**src/rtl/alu3_pkg.sv**
```systemverilog
package alu3_pkg;
  localparam int unsigned BYTE_W  = 8;
  localparam int unsigned N_BYTES = 4;
  localparam int unsigned DATA_W  = BYTE_W * N_BYTES;
  localparam int unsigned OP_W    = 9;

  typedef enum logic [1:0] {
    LANE_W32 = 2'b00,
    LANE_W16 = 2'b01,
    LANE_W8  = 2'b10,
    LANE_W8B = 2'b11
  } lane_e;

  // bitwise three-input truth table, index {a,b,c}
  function automatic logic [DATA_W-1:0] tt3(input logic [7:0] f,
      input logic [DATA_W-1:0] a, input logic [DATA_W-1:0] b, input logic [DATA_W-1:0] c);
    logic [DATA_W-1:0] r;
    for (int i = 0; i < DATA_W; i++) r[i] = f[{a[i], b[i], c[i]}];
    return r;
  endfunction

  // bitwise two-input truth table, index {b,c}
  function automatic logic [DATA_W-1:0] tt2(input logic [3:0] g,
      input logic [DATA_W-1:0] b, input logic [DATA_W-1:0] c);
    logic [DATA_W-1:0] r;
    for (int i = 0; i < DATA_W; i++) r[i] = g[{b[i], c[i]}];
    return r;
  endfunction

  // byte k begins a new lane
  function automatic logic lane_start(input logic [1:0] m, input int k);
    return (k == 0) || m[1] || ((m == LANE_W16) && (k == 2));
  endfunction

  // index of the most significant byte of the lane that owns byte k
  function automatic logic [1:0] lane_top(input logic [1:0] m, input logic [1:0] k);
    if (m[1]) return k;
    if (m == LANE_W16) return k | 2'b01;
    return 2'b11;
  endfunction
endpackage

```
**src/rtl/alu3_tt_unit.sv**
```systemverilog
module alu3_tt_unit
  import alu3_pkg::*;
(
  input  logic [DATA_W-1:0] a,
  input  logic [DATA_W-1:0] b,
  input  logic [DATA_W-1:0] c,
  input  logic [OP_W-1:0]   code,
  output logic [DATA_W-1:0] logic_out,
  output logic [DATA_W-1:0] addend
);
  assign logic_out = tt3(code[7:0], a, b, c);
  assign addend    = tt2(code[3:0], b, c);
endmodule

```
**src/rtl/alu3_split_add.sv**
```systemverilog
module alu3_split_add
  import alu3_pkg::*;
(
  input  logic [DATA_W-1:0]  a,
  input  logic [DATA_W-1:0]  x,
  input  logic               cin,
  input  logic [1:0]         lane_sel,
  output logic [DATA_W-1:0]  sum,
  output logic [N_BYTES-1:0] byte_co,
  output logic [N_BYTES-1:0] byte_c7
);
  for (genvar k = 0; k < N_BYTES; k++) begin : g_byte
    logic ci;
    logic [BYTE_W:0] full;
    logic [BYTE_W-1:0] low;
    if (k == 0) begin : g_first
      assign ci = cin;
    end else begin : g_next
      assign ci = lane_start(lane_sel, k) ? cin : g_byte[k-1].full[BYTE_W];
    end
    assign full = {1'b0, a[BYTE_W*k +: BYTE_W]} + {1'b0, x[BYTE_W*k +: BYTE_W]}
                  + {{BYTE_W{1'b0}}, ci};
    assign low  = {1'b0, a[BYTE_W*k +: BYTE_W-1]} + {1'b0, x[BYTE_W*k +: BYTE_W-1]}
                  + {{(BYTE_W-1){1'b0}}, ci};
    assign sum[BYTE_W*k +: BYTE_W] = full[BYTE_W-1:0];
    assign byte_co[k] = full[BYTE_W];
    assign byte_c7[k] = low[BYTE_W-1];
  end
endmodule

```
**src/rtl/alu3_lane_sat.sv**
```systemverilog
module alu3_lane_sat
  import alu3_pkg::*;
(
  input  logic [DATA_W-1:0]  sum,
  input  logic [N_BYTES-1:0] byte_co,
  input  logic [N_BYTES-1:0] byte_c7,
  input  logic [1:0]         lane_sel,
  input  logic               sat_en,
  input  logic               sgn,
  output logic [DATA_W-1:0]  sat_out,
  output logic [N_BYTES-1:0] byte_ovf
);
  always_comb begin
    sat_out  = sum;
    byte_ovf = '0;
    for (int k = 0; k < N_BYTES; k++) begin
      logic [1:0] m;
      logic pos;
      m = lane_top(lane_sel, 2'(k));
      byte_ovf[k] = sgn ? (byte_c7[m] ^ byte_co[m]) : byte_co[m];
      pos = sum[BYTE_W*m + BYTE_W-1];
      if (sat_en && byte_ovf[k]) begin
        if (!sgn) begin
          sat_out[BYTE_W*k +: BYTE_W] = '1;
        end else if (pos) begin
          sat_out[BYTE_W*k +: BYTE_W] = (2'(k) == m) ? 8'h7F : 8'hFF;
        end else begin
          sat_out[BYTE_W*k +: BYTE_W] = (2'(k) == m) ? 8'h80 : 8'h00;
        end
      end
    end
  end
endmodule

```
**src/rtl/alu3_core.sv**
```systemverilog
module alu3_core
  import alu3_pkg::*;
(
  input  logic         clk,
  input  logic         rst_n,
  input  logic         in_valid,
  input  logic [31:0]  op_a,
  input  logic [31:0]  op_b,
  input  logic [31:0]  op_c,
  input  logic [8:0]   op_code,
  input  logic [1:0]   lane_sel,
  output logic         out_valid,
  output logic [31:0]  result,
  output logic [3:0]   carry_out,
  output logic         zero
);
  logic [DATA_W-1:0]  logic_out, addend, sum, sat_out, next_res;
  logic [N_BYTES-1:0] byte_co, byte_c7, byte_ovf, lane_co;
  logic               arith_mode;

  assign arith_mode = op_code[8];

  alu3_tt_unit u_tt (
    .a(op_a), .b(op_b), .c(op_c), .code(op_code),
    .logic_out(logic_out), .addend(addend)
  );

  alu3_split_add u_add (
    .a(op_a), .x(addend), .cin(op_code[4]), .lane_sel(lane_sel),
    .sum(sum), .byte_co(byte_co), .byte_c7(byte_c7)
  );

  alu3_lane_sat u_sat (
    .sum(sum), .byte_co(byte_co), .byte_c7(byte_c7), .lane_sel(lane_sel),
    .sat_en(op_code[5]), .sgn(op_code[6]),
    .sat_out(sat_out), .byte_ovf(byte_ovf)
  );

  always_comb begin
    case (lane_sel)
      LANE_W32: lane_co = {3'b000, byte_co[3]};
      LANE_W16: lane_co = {2'b00, byte_co[3], byte_co[1]};
      default:  lane_co = byte_co;
    endcase
    if (!arith_mode) lane_co = '0;
  end

  assign next_res = arith_mode ? sat_out : logic_out;

  always_ff @(posedge clk or negedge rst_n) begin
    if (!rst_n) begin
      out_valid <= 1'b0;
      result    <= '0;
      carry_out <= '0;
      zero      <= 1'b1;
    end else begin
      out_valid <= in_valid;
      if (in_valid) begin
        result    <= next_res;
        carry_out <= lane_co;
        zero      <= (next_res == '0);
      end
    end
  end
endmodule

```
**config.mk**
```make
export PLATFORM = sky130hd
export DESIGN_NAME = alu3_core
export DESIGN_NICKNAME = d
export VERILOG_FILES = /design/src/rtl/alu3_pkg.sv /design/src/rtl/alu3_tt_unit.sv /design/src/rtl/alu3_split_add.sv /design/src/rtl/alu3_lane_sat.sv /design/src/rtl/alu3_core.sv
export SDC_FILE = /design/constraint.sdc
export NUM_CORES = 1
export LEC_CHECK = 0
export ABC_AREA = 0
export BUFFER_PORTS_ARGS = -buffer_cell sky130_fd_sc_hd__buf_2
export CAP_MARGIN = 20
export CELL_PAD_IN_SITES_DETAIL_PLACEMENT = 1
export CELL_PAD_IN_SITES_GLOBAL_PLACEMENT = 1
export CORE_MARGIN = 2
export CORE_UTILIZATION = 26
export CTS_BUF_LIST = sky130_fd_sc_hd__clkbuf_4
export CTS_CLUSTER_SIZE = 14
export DETAILED_ROUTE_END_ITERATION = 16
export HOLD_SLACK_MARGIN = 0.1
export PLACE_DENSITY_LB_ADDON = 0.1
export SLEW_MARGIN = 20
export SYNTH_ARGS = -nofsm -noshare
export SYNTH_HDL_FRONTEND = slang
export SYNTH_HIERARCHICAL = 1
export SYNTH_SLANG_ARGS = --single-unit
```
**constraint.sdc**
```tcl
create_clock -name clk -period 0.9 [get_ports clk]
set_clock_uncertainty 0.05 [all_clocks]
set_input_delay 0.09 -clock clk [delete_from_list [all_inputs] [get_ports clk]]
set_output_delay 0.09 -clock clk [all_outputs]
set_load 0.03 [all_outputs]
```
=== After elaboration in Yosys (flattened, before gate mapping) ===
Cells that the tools add are included.
Widths: inputs -> output; s select.

* Flip-flop bits (word level): 38
* Input bits: 110
* Output and inout bits: 38
* Word-level logic and storage cells: 317

* Add/sub/neg operators: 24
* Order comparisons: 72
* Eq/ne operators: 4
* Muxes and demuxes: 201
* Bitwise operators: 4
* Reductions and logical operators: 8

{| class="wikitable"
|+ Operators with widths
! operator !! count
|-
| $mux 8 || 20
|-
| $lt 3x4->1 const B || 32
|-
| $lt 32x6->1 const B || 4
|-
| $sub 32x1->32 const B || 4
|-
| $lt 2x3->1 const B || 36
|-
| $bmux 1 s3 || 32
|-
| $mux 1 || 86
|-
| $bmux 1 s2 || 40
|-
| $add 8x8->9 || 4
|-
| $add 9x1->9 || 4
|-
| $add 7x7->8 || 4
|-
| $add 8x1->8 || 4
|-
| $logic_not 32->1 || 1
|-
| $mux 2 || 16
|-
| $mux 32 || 1
|-
| $add 5x4->6 const B || 4
|-
| $bmux 1 s5 || 4
|-
| $pmux 4 s2 || 1
|-
| $eq 2x2->1 const A || 2
|-
| $logic_and 1x1->1 || 4
|-
| $logic_not 2->1 || 2
|-
| $mux 4 || 1
|-
| $xor 1x1->1 || 4
|-
| $eq 1x2->1 const A || 1
|-
| 2 further kinds || 2
|}

=== Depth between registers and ports, before layout ===
Gate-level depths: netlist of the first run.

* Depth after elaboration: 18
* Mapped depth: 43
* Depth with buffers taken out: 40

=== By module ===
Netlist of the first run, hierarchy kept.

{| class="wikitable"
|+ By module, submodules not included
! module !! instances !! cells each !! area each (µm²) !! seq. area each (µm²)
|-
| alu3_tt_unit || 1 || 164 || 2811.4 || 0.0
|-
| alu3_core || 1 || 189 || 1883.1 || 952.2
|-
| alu3_split_add || 1 || 159 || 1310.0 || 0.0
|-
| alu3_lane_sat || 1 || 91 || 626.9 || 0.0
|}

=== Worst setup path after synthesis of the first run ===
OpenSTA, ideal clock, no wires.

* Path type: input-to-reg
* From: input op_code[3]
* To: register zero
* Library setup time: 0.061 ns
* Data arrival time: 8.502 ns
* Data required time: 0.789 ns
* Path slack: -7.713 ns
* Cell stages on the path: 42
* Path buffers: 2
* Cells stage by stage: buf_2 -> clkbuf_1 -> mux4_2 -> inv_1 -> fa_1 -> inv_1 -> fa_1 -> a21o_1 -> a21oi_2 -> o211ai_1 -> a21boi_1 -> o21ai_0 -> fa_1 -> fa_1 -> a21o_1 -> a21oi_2 -> o211ai_1 -> a21boi_1 -> (+6 left out) -> a21boi_1 -> o21a_1 -> fa_1 -> fa_1 -> nor2b_4 -> o21ai_2 -> nand2b_2 -> a31oi_1 -> a21oi_1 -> nor2b_4 -> a32o_2 -> a2111oi_4 -> o2111ai_4 -> o21a_1 -> nor4b_2 -> nand2_1 -> a21oi_1 -> a22o_1

* Word-level cells in the longest chain between the ends: 18
* Elaborated cells on any way between the ends: 197
* Those cells by class: 16 x add/sub; 172 x mux; 4 x bitwise; 5 x reduce/logical

{| class="wikitable"
|+ Ends and longest elaborated chain
! what !! line !! text
|-
| start: declaration || alu3_core.sv:10 || <nowiki>input logic [8:0] op_code,</nowiki>
|-
| $bmux 1 s2 (*) || alu3_pkg.sv:26 || <nowiki>for (int i = 0; i < DATA_W; i++) r[i] = g[{b[i], c[i]}];</nowiki>
|-
| $mux 1 (implied by the code) (*) || alu3_pkg.sv:26 ||
|-
| via addend[0] || alu3_core.sv:17 || <nowiki>logic [DATA_W-1:0] logic_out, addend, sum, sat_out, next_res;</nowiki>
|-
| $add 8x8->9 (*) || alu3_split_add.sv:21 || <nowiki>assign full = {1'b0, a[BYTE_W*k +: BYTE_W]} + {1'b0, x[BYTE_W*k +: BYTE_W]}</nowiki>
|-
| $add 9x1->9 (*) || alu3_split_add.sv:22 || <nowiki>+ {{BYTE_W{1'b0}}, ci};</nowiki>
|-
| $mux 1 (*) || alu3_split_add.sv:19 || <nowiki>assign ci = lane_start(lane_sel, k) ? cin : g_byte[k-1].full[BYTE_W];</nowiki>
|-
| $add 9x1->9 (*) || alu3_split_add.sv:22 ||
|-
| $mux 1 (*) || alu3_split_add.sv:19 ||
|-
| (+3 left out) || - ||
|-
| via byte_co[3] || alu3_core.sv:18 || <nowiki>logic [N_BYTES-1:0] byte_co, byte_c7, byte_ovf, lane_co;</nowiki>
|-
| (+1 left out) || - ||
|-
| $mux 1 (implied by the code) (*) || alu3_lane_sat.sv:20 || <nowiki>byte_ovf[k] = sgn ? (byte_c7[m] ^ byte_co[m]) : byte_co[m];</nowiki>
|-
| $xor 1x1->1 || alu3_lane_sat.sv:20 ||
|-
| $mux 1 (*) || alu3_lane_sat.sv:20 ||
|-
| $logic_and 1x1->1 (*) || alu3_lane_sat.sv:22 || <nowiki>if (sat_en && byte_ovf[k]) begin</nowiki>
|-
| $mux 8 (*) || alu3_lane_sat.sv:22 ||
|-
| via sat_out[20] || alu3_core.sv:17 ||
|-
| $mux 32 (*) || alu3_core.sv:48 || <nowiki>assign next_res = arith_mode ? sat_out : logic_out;</nowiki>
|-
| $logic_not 32->1 (*) || alu3_core.sv:61 || <nowiki>zero <= (next_res == '0);</nowiki>
|-
| end signal: assignment || alu3_core.sv:61 ||
|-
| end: declaration || alu3_core.sv:15 || <nowiki>output logic zero</nowiki>
|}

Mark *: on every way through the listed nets, which the timed path passes. The rest lies on a longest branch. The select of a mux whose other input is x is not followed.
A chain may end at the register's enable or synchronous reset.

=== Final worst setup path of the first run ===
* From: input op_code[1]
* To: register zero

Same word-level chain as after synthesis.

==> results_dict.tcl, run 1 <==
set metrics [dict create \
    status "complete, but fails checks" \
    violations "setup timing" \
    critPathSlowestCell "sky130_fd_sc_hd__mux4_2" \
    clock_tree.buffer_depth 2 \
    timing.max_cap.violations 0 \
    p_total_mw 17.3 \
    setup_viol 75 \
    postSynthAreaPerCell_um2 11.0 \
    final_antenna_net_count 0 \
    floorplan.die_area_um2 26800 \
    hold_buffers 3 \
    finalWeightedCongestion 0.829 \
    avgViaCountPerCell 5.09 \
    irDropWorstVdd_v 0.00109 \
    antenna_found_initial 2 \
    worst_hold_path_type "in2async" \
    cp.arrival_ns 8.15 \
    start_util_pct 26.4 \
    grt_setup_unrepaired "true" \
    routed_length_per_placed_instance_um 20.9 \
    achievable-frequency_mhz 127 \
    timing.critical_path.slowest_cell_delay_ns 0.45 \
    leakage_power_nw 5.50 \
    clk_pin_slew_worst_paths_ns 0.12 \
    fin_util_pct 47.5 \
    tightestPinTransition_ns 0.498 \
    timing.rr.start "result[16]$_DFFE_PN0P_" \
    slew_headroom_pct 66.6 \
    r2r_slack_ns -0.05 \
    first_global_vias 8306 \
    critical_path_class "in2reg" \
    flow.area_growth_from_synthesis_pct 80.0 \
    post_layout_nonfiller_instances 1461 \
    cts_htree_levels 2 \
    syn_inst 602 \
    timing_hold_violations_final 0 \
    tritoncts.num_buffers 5 \
    number_of_max_slew_violations_in_the_final_report 0 \
    crit_path_end_kind "register" \
    setup_slack_after_layout_ns -6.98 \
    grt.total_usage_pct 23.0 \
    grt_start_max_net_pins 61 \
    cp-start-kind "primary input" \
    tritoncts_clock_tree "yes" \
    timing.final.crit_share_pct 876 \
    syn-num-nets 748 \
    routed_wl_mm 30.6 \
    worst_r2r_path_depth 4 \
    grt.overflow.total 0 \
    timing.rr.end "result[16]$_DFFE_PN0P_" \
    yosys_warnings 6 \
    drtPass1Iterations 4 \
    chipHeight_um 164 \
    placed_wire_length_estimate_after_detailed_placement_mm 22.4 \
    fin_nets 1274 \
    grt_pass1_wl_mm 47.0 \
    netlist_area_um2 6620 \
    insertion_delay_ns 0.36 \
    crit_fanout 5 \
    dr.first_iter.drc_count 361 \
    clkSinkCount 38 \
    placement_rows 58 \
    core_area_um2 25100 \
    period_needed_ns 7.88 \
    fillerInstances 2848 \
    die_x_um 164 \
    drcViolationCount 0 \
    power-per-cell-area_nw_per_um2 1450 \
    required_ns 1.16 \
    ctsRootBufferMaster "sky130_fd_sc_hd__clkbuf_4" \
    io_buffer_count 147 \
    most-common-layout-cells "sky130_fd_sc_hd__buf_4, sky130_fd_sc_hd__buf_2, sky130_fd_sc_hd__buf_6" \
    final_common_cell "sky130_fd_sc_hd__buf_4" \
    cp_common_cell "sky130_fd_sc_hd__fa_2" \
    post_route_cells_drive_above_1_share_pct 69.6 \
    via_count 7439 \
    num_io_pins 148 \
    placed_cells_incl_taps 1292 \
]
==> state kept, by name, indices dropped and copies added, names as in the netlist <==
signal / flops
result: 32
carry_out: 4
out_valid: 1
zero: 1
==> cell type report <==
class | instances | area, um^2 | share of cell area, %
antenna | 2 | 5.00 | 0.0420
clock buffer | 5 | 37.5 | 0.315
clock inverter | 3 | 68.8 | 0.577
inverter | 23 | 88.8 | 0.745
multi-input combinational | 489 | 5900 | 49.5
sequential | 38 | 952 | 7.98
tap | 330 | 413 | 3.46
timing repair buffer | 571 | 4460 | 37.4
==> worst max-delay path by stage <==
stage	end	startpoint	cells past startpoint	slack [ns]
4_1_cts	zero$_DFFE_PN1P_	op_c[0]	41	-6.77
3_5_place_dp	zero$_DFFE_PN1P_	op_c[0]	42	-7.40
3_3_place_gp	zero$_DFFE_PN1P_	op_c[0]	41	-7.11
2_1_floorplan	zero$_DFFE_PN1P_	op_code[3]	42	-7.12
5_1_grt	zero$_DFFE_PN1P_	op_c[0]	41	-7.31
6_report	zero$_DFFE_PN1P_	op_code[1]	41	-6.98
==> report_power, final <==
| group | internal, mW | total, mW | switching (mW) |
|---|---|---|---|
| sequential | 2.06 | 2.34 | 0.273 |
| clock | 0.868 | 1.46 | 0.593 |
| combinational | 7.46 | 13.5 | 6.06 |
| total | 10.4 | 17.3 | 6.92 |
==> timing repair <==
action / 4_1_cts / 5_1_grt
setup buffers: 140 / 32
pin swaps: 43 / 54
endpoints found under the setup margin: 75 / 75
hold endpoints to repair: 43 / 8
resized for setup: 155 / 74
cloned: 1 / 0
==> critical path, delay by kind of cell <==
family                     cells  cell delay [ns]
AOI/OAI and AO/OA             24             4.16
adders and majority gates      8             2.45
buffers and inverters          3             0.23
muxes                          1             0.45
and+or+nand+nor                5             0.72
==> through the flow <==
| stage | setup TNS [ns] | hold slack, ns | worst slack (ns) | cell area (um^2) |
|---|---|---|---|---|
| 2_1_floorplan | -231.15 | -0.256 | -7.12 | 6780 |
| 3_3_place_gp | -243.78 | -0.0530 | -7.11 | 9710 |
| 3_5_place_dp | -252.13 | -0.0474 | -7.40 | 9710 |
| 4_1_cts | -237.26 | 0.0768 | -6.77 | 11400 |
| 5_1_grt | -255.54 | 0.0720 | -7.31 | 11900 |
| 6_report | -243.76 | 0.0820 | -6.98 | 11900 |
==> routing by layer <==
layer / track usage (%) / vias up / part of all wire, %
met5: 0 / - / 0
met4: 8.57 / 0 / 2.7
met3: 3.00 / 46 / 5.0
met2: 37.9 / 213 / 49
met1: 30.7 / 3751 / 44
li1: - / 3429 / -
Power figures use the tool's default switching activity.
==> run 2, diff against run 1 <==
Settings changed: SKIP_LAST_GASP from default to 1.
==> results_dict.tcl, run 2 (synthesis results as in run 1) <==
set metrics [dict create \
    status "complete, but fails checks" \
    violations "setup timing" \
    drtPass1Iterations 5 \
    irDropWorstVdd_v 0.00109 \
    timing.critical_path.slowest_cell_delay_ns 0.45 \
    grt_start_max_net_pins 61 \
    insertion_delay_ns 0.36 \
    floorplan.die_area_um2 26800 \
    worst_hold_path_type "in2async" \
    grt.overflow.total 0 \
    layout_top_registers "result: 32 flops, carry_out: 4 flops" \
    clkSinkCount 38 \
    drcViolationCount 0 \
    critPathSlowestCell "sky130_fd_sc_hd__mux4_2" \
    clk_pin_slew_worst_paths_ns 0.12 \
    first_global_vias 8267 \
    fin_nets 1273 \
    clock_tree.buffer_depth 2 \
    timing_hold_violations_final 0 \
    antenna_found_initial 2 \
    io_buffer_count 147 \
    leakage_power_nw 5.47 \
    number_of_max_slew_violations_in_the_final_report 0 \
    start_util_pct 26.4 \
    timing.max_cap.violations 0 \
    multi_input_area_um2 5870 \
    totalNegativeSetupSlack_ns -242.44 \
    grt_pass1_wl_mm 47.1 \
    worst_path_dominant_cell_family "compound AO/OA/AOI/OAI gates" \
    largest-register "result" \
    die_x_um 164 \
    hold_ws_ns 0.0850 \
    placement_rows 58 \
    largest_reg_flops 32 \
    final_common_cell "sky130_fd_sc_hd__buf_4" \
    power-per-cell-area_nw_per_um2 1450 \
    avgViaCountPerCell 5.07 \
    hold_buffers 3 \
    grt.total_usage_pct 23.0 \
    gr-max-usage-layer "met2" \
    slew_headroom_pct 67.1 \
    core_area_um2 25100 \
    placed_wire_length_estimate_after_detailed_placement_mm 22.4 \
    num_io_pins 148 \
    setup_viol 75 \
    most-common-layout-cells "sky130_fd_sc_hd__buf_4, sky130_fd_sc_hd__buf_2, sky130_fd_sc_hd__buf_6" \
    critical_path_class "in2reg" \
    tightestPinTransition_ns 0.490 \
    ctsRootBufferMaster "sky130_fd_sc_hd__clkbuf_4" \
    timing.final.crit_share_pct 866 \
    grt_util_met2_pct 38.5 \
    cts_htree_levels 2 \
    crit_fanout 5 \
    grtUsageMet1_pct 30.8 \
    period_needed_ns 7.80 \
    routed_length_per_placed_instance_um 20.9 \
    tritoncts_clock_tree "yes" \
    via_count 7399 \
    dr.first_iter.drc_count 330 \
    crit_path_end_kind "register" \
    global_route.usage.met3_pct 3.00 \
    fillerInstances 2833 \
    chipHeight_um 164 \
    final_antenna_net_count 0 \
    flow.area_growth_from_synthesis_pct 78.8 \
    tritoncts.num_buffers 5 \
    cp_common_cell "sky130_fd_sc_hd__fa_2" \
    routed_wl_mm 30.6 \
    required_ns 1.16 \
    setup_slack_after_layout_ns -6.90 \
    layout.area.seq_um2 952 \
    achievable-frequency_mhz 128 \
    grt_setup_unrepaired "true" \
    post_route_cells_drive_above_1_share_pct 69.3 \
    crit_buf_inv 4 \
    cp.arrival_ns 8.06 \
    cp-start-kind "primary input" \
    finalWeightedCongestion 0.829 \
]
[run 2: through the flow]
step           power [mW]  std cells  cell area, um^2  util, %  worst slack (ns)
3_5_place_dp         11.7       1292             9710     38.7             -7.40
3_3_place_gp         11.5       1292             9710     38.7             -7.11
5_1_grt              18.1       1459            11800     47.2             -7.33
2_1_floorplan        7.23        602             6780        -             -7.12
4_1_cts              15.9       1441            11400     45.4             -6.78
6_report             17.1       1460            11800     47.2             -6.90
[run 2: area by class of cell]
cell class	instances	share of cell area, %
timing repair buffer	570	37.3
inverter	23	0.729
multi-input combinational	489	49.5
antenna	2	0.0423
clock buffer	5	0.317
tap	330	3.49
sequential	38	8.04
clock inverter	3	0.581
[run 2: timing repair]
action,CTS,global route
setup endpoints to repair,75,75
cloned,1,0
buffers inserted,140,29
gates resized for setup,144,66
endpoints found under the hold margin,43,8
pin swaps,40,46
[run 2: layer usage]
layer / routed length [um] / vias to the layer above
met2: 14900 / 191
met4: 699 / 0
met5: 0 / -
met1: 13600 / 3740
met3: 1390 / 41
li1: - / 3427
[run 2: path summary, 6_finish.rpt]
kind | from | endpoint | slack [ns] | cells after the start
max in group asynchronous | rst_n | result[14]$_DFFE_PN0P_ | 0.28 | 3
max reg2reg | result[16]$_DFFE_PN0P_ | result[16]$_DFFE_PN0P_ | -0.05 | 4
min in group clk | in_valid | carry_out[0]$_DFFE_PN0P_ | 0.13 | 3
max | op_code[1] | zero$_DFFE_PN1P_ | -6.90 | 42
min | rst_n | result[28]$_DFFE_PN0P_ | 0.08 | 2
min reg2reg | result[28]$_DFFE_PN0P_ | result[28]$_DFFE_PN0P_ | 0.51 | 2
[run 2: where the power goes]
group | leakage [nW] | internal, mW | switching (mW)
Combinational | 4.99 | 7.35 | 5.98
Sequential | 0.429 | 2.06 | 0.271
Clock | 0.0554 | 0.868 | 0.590
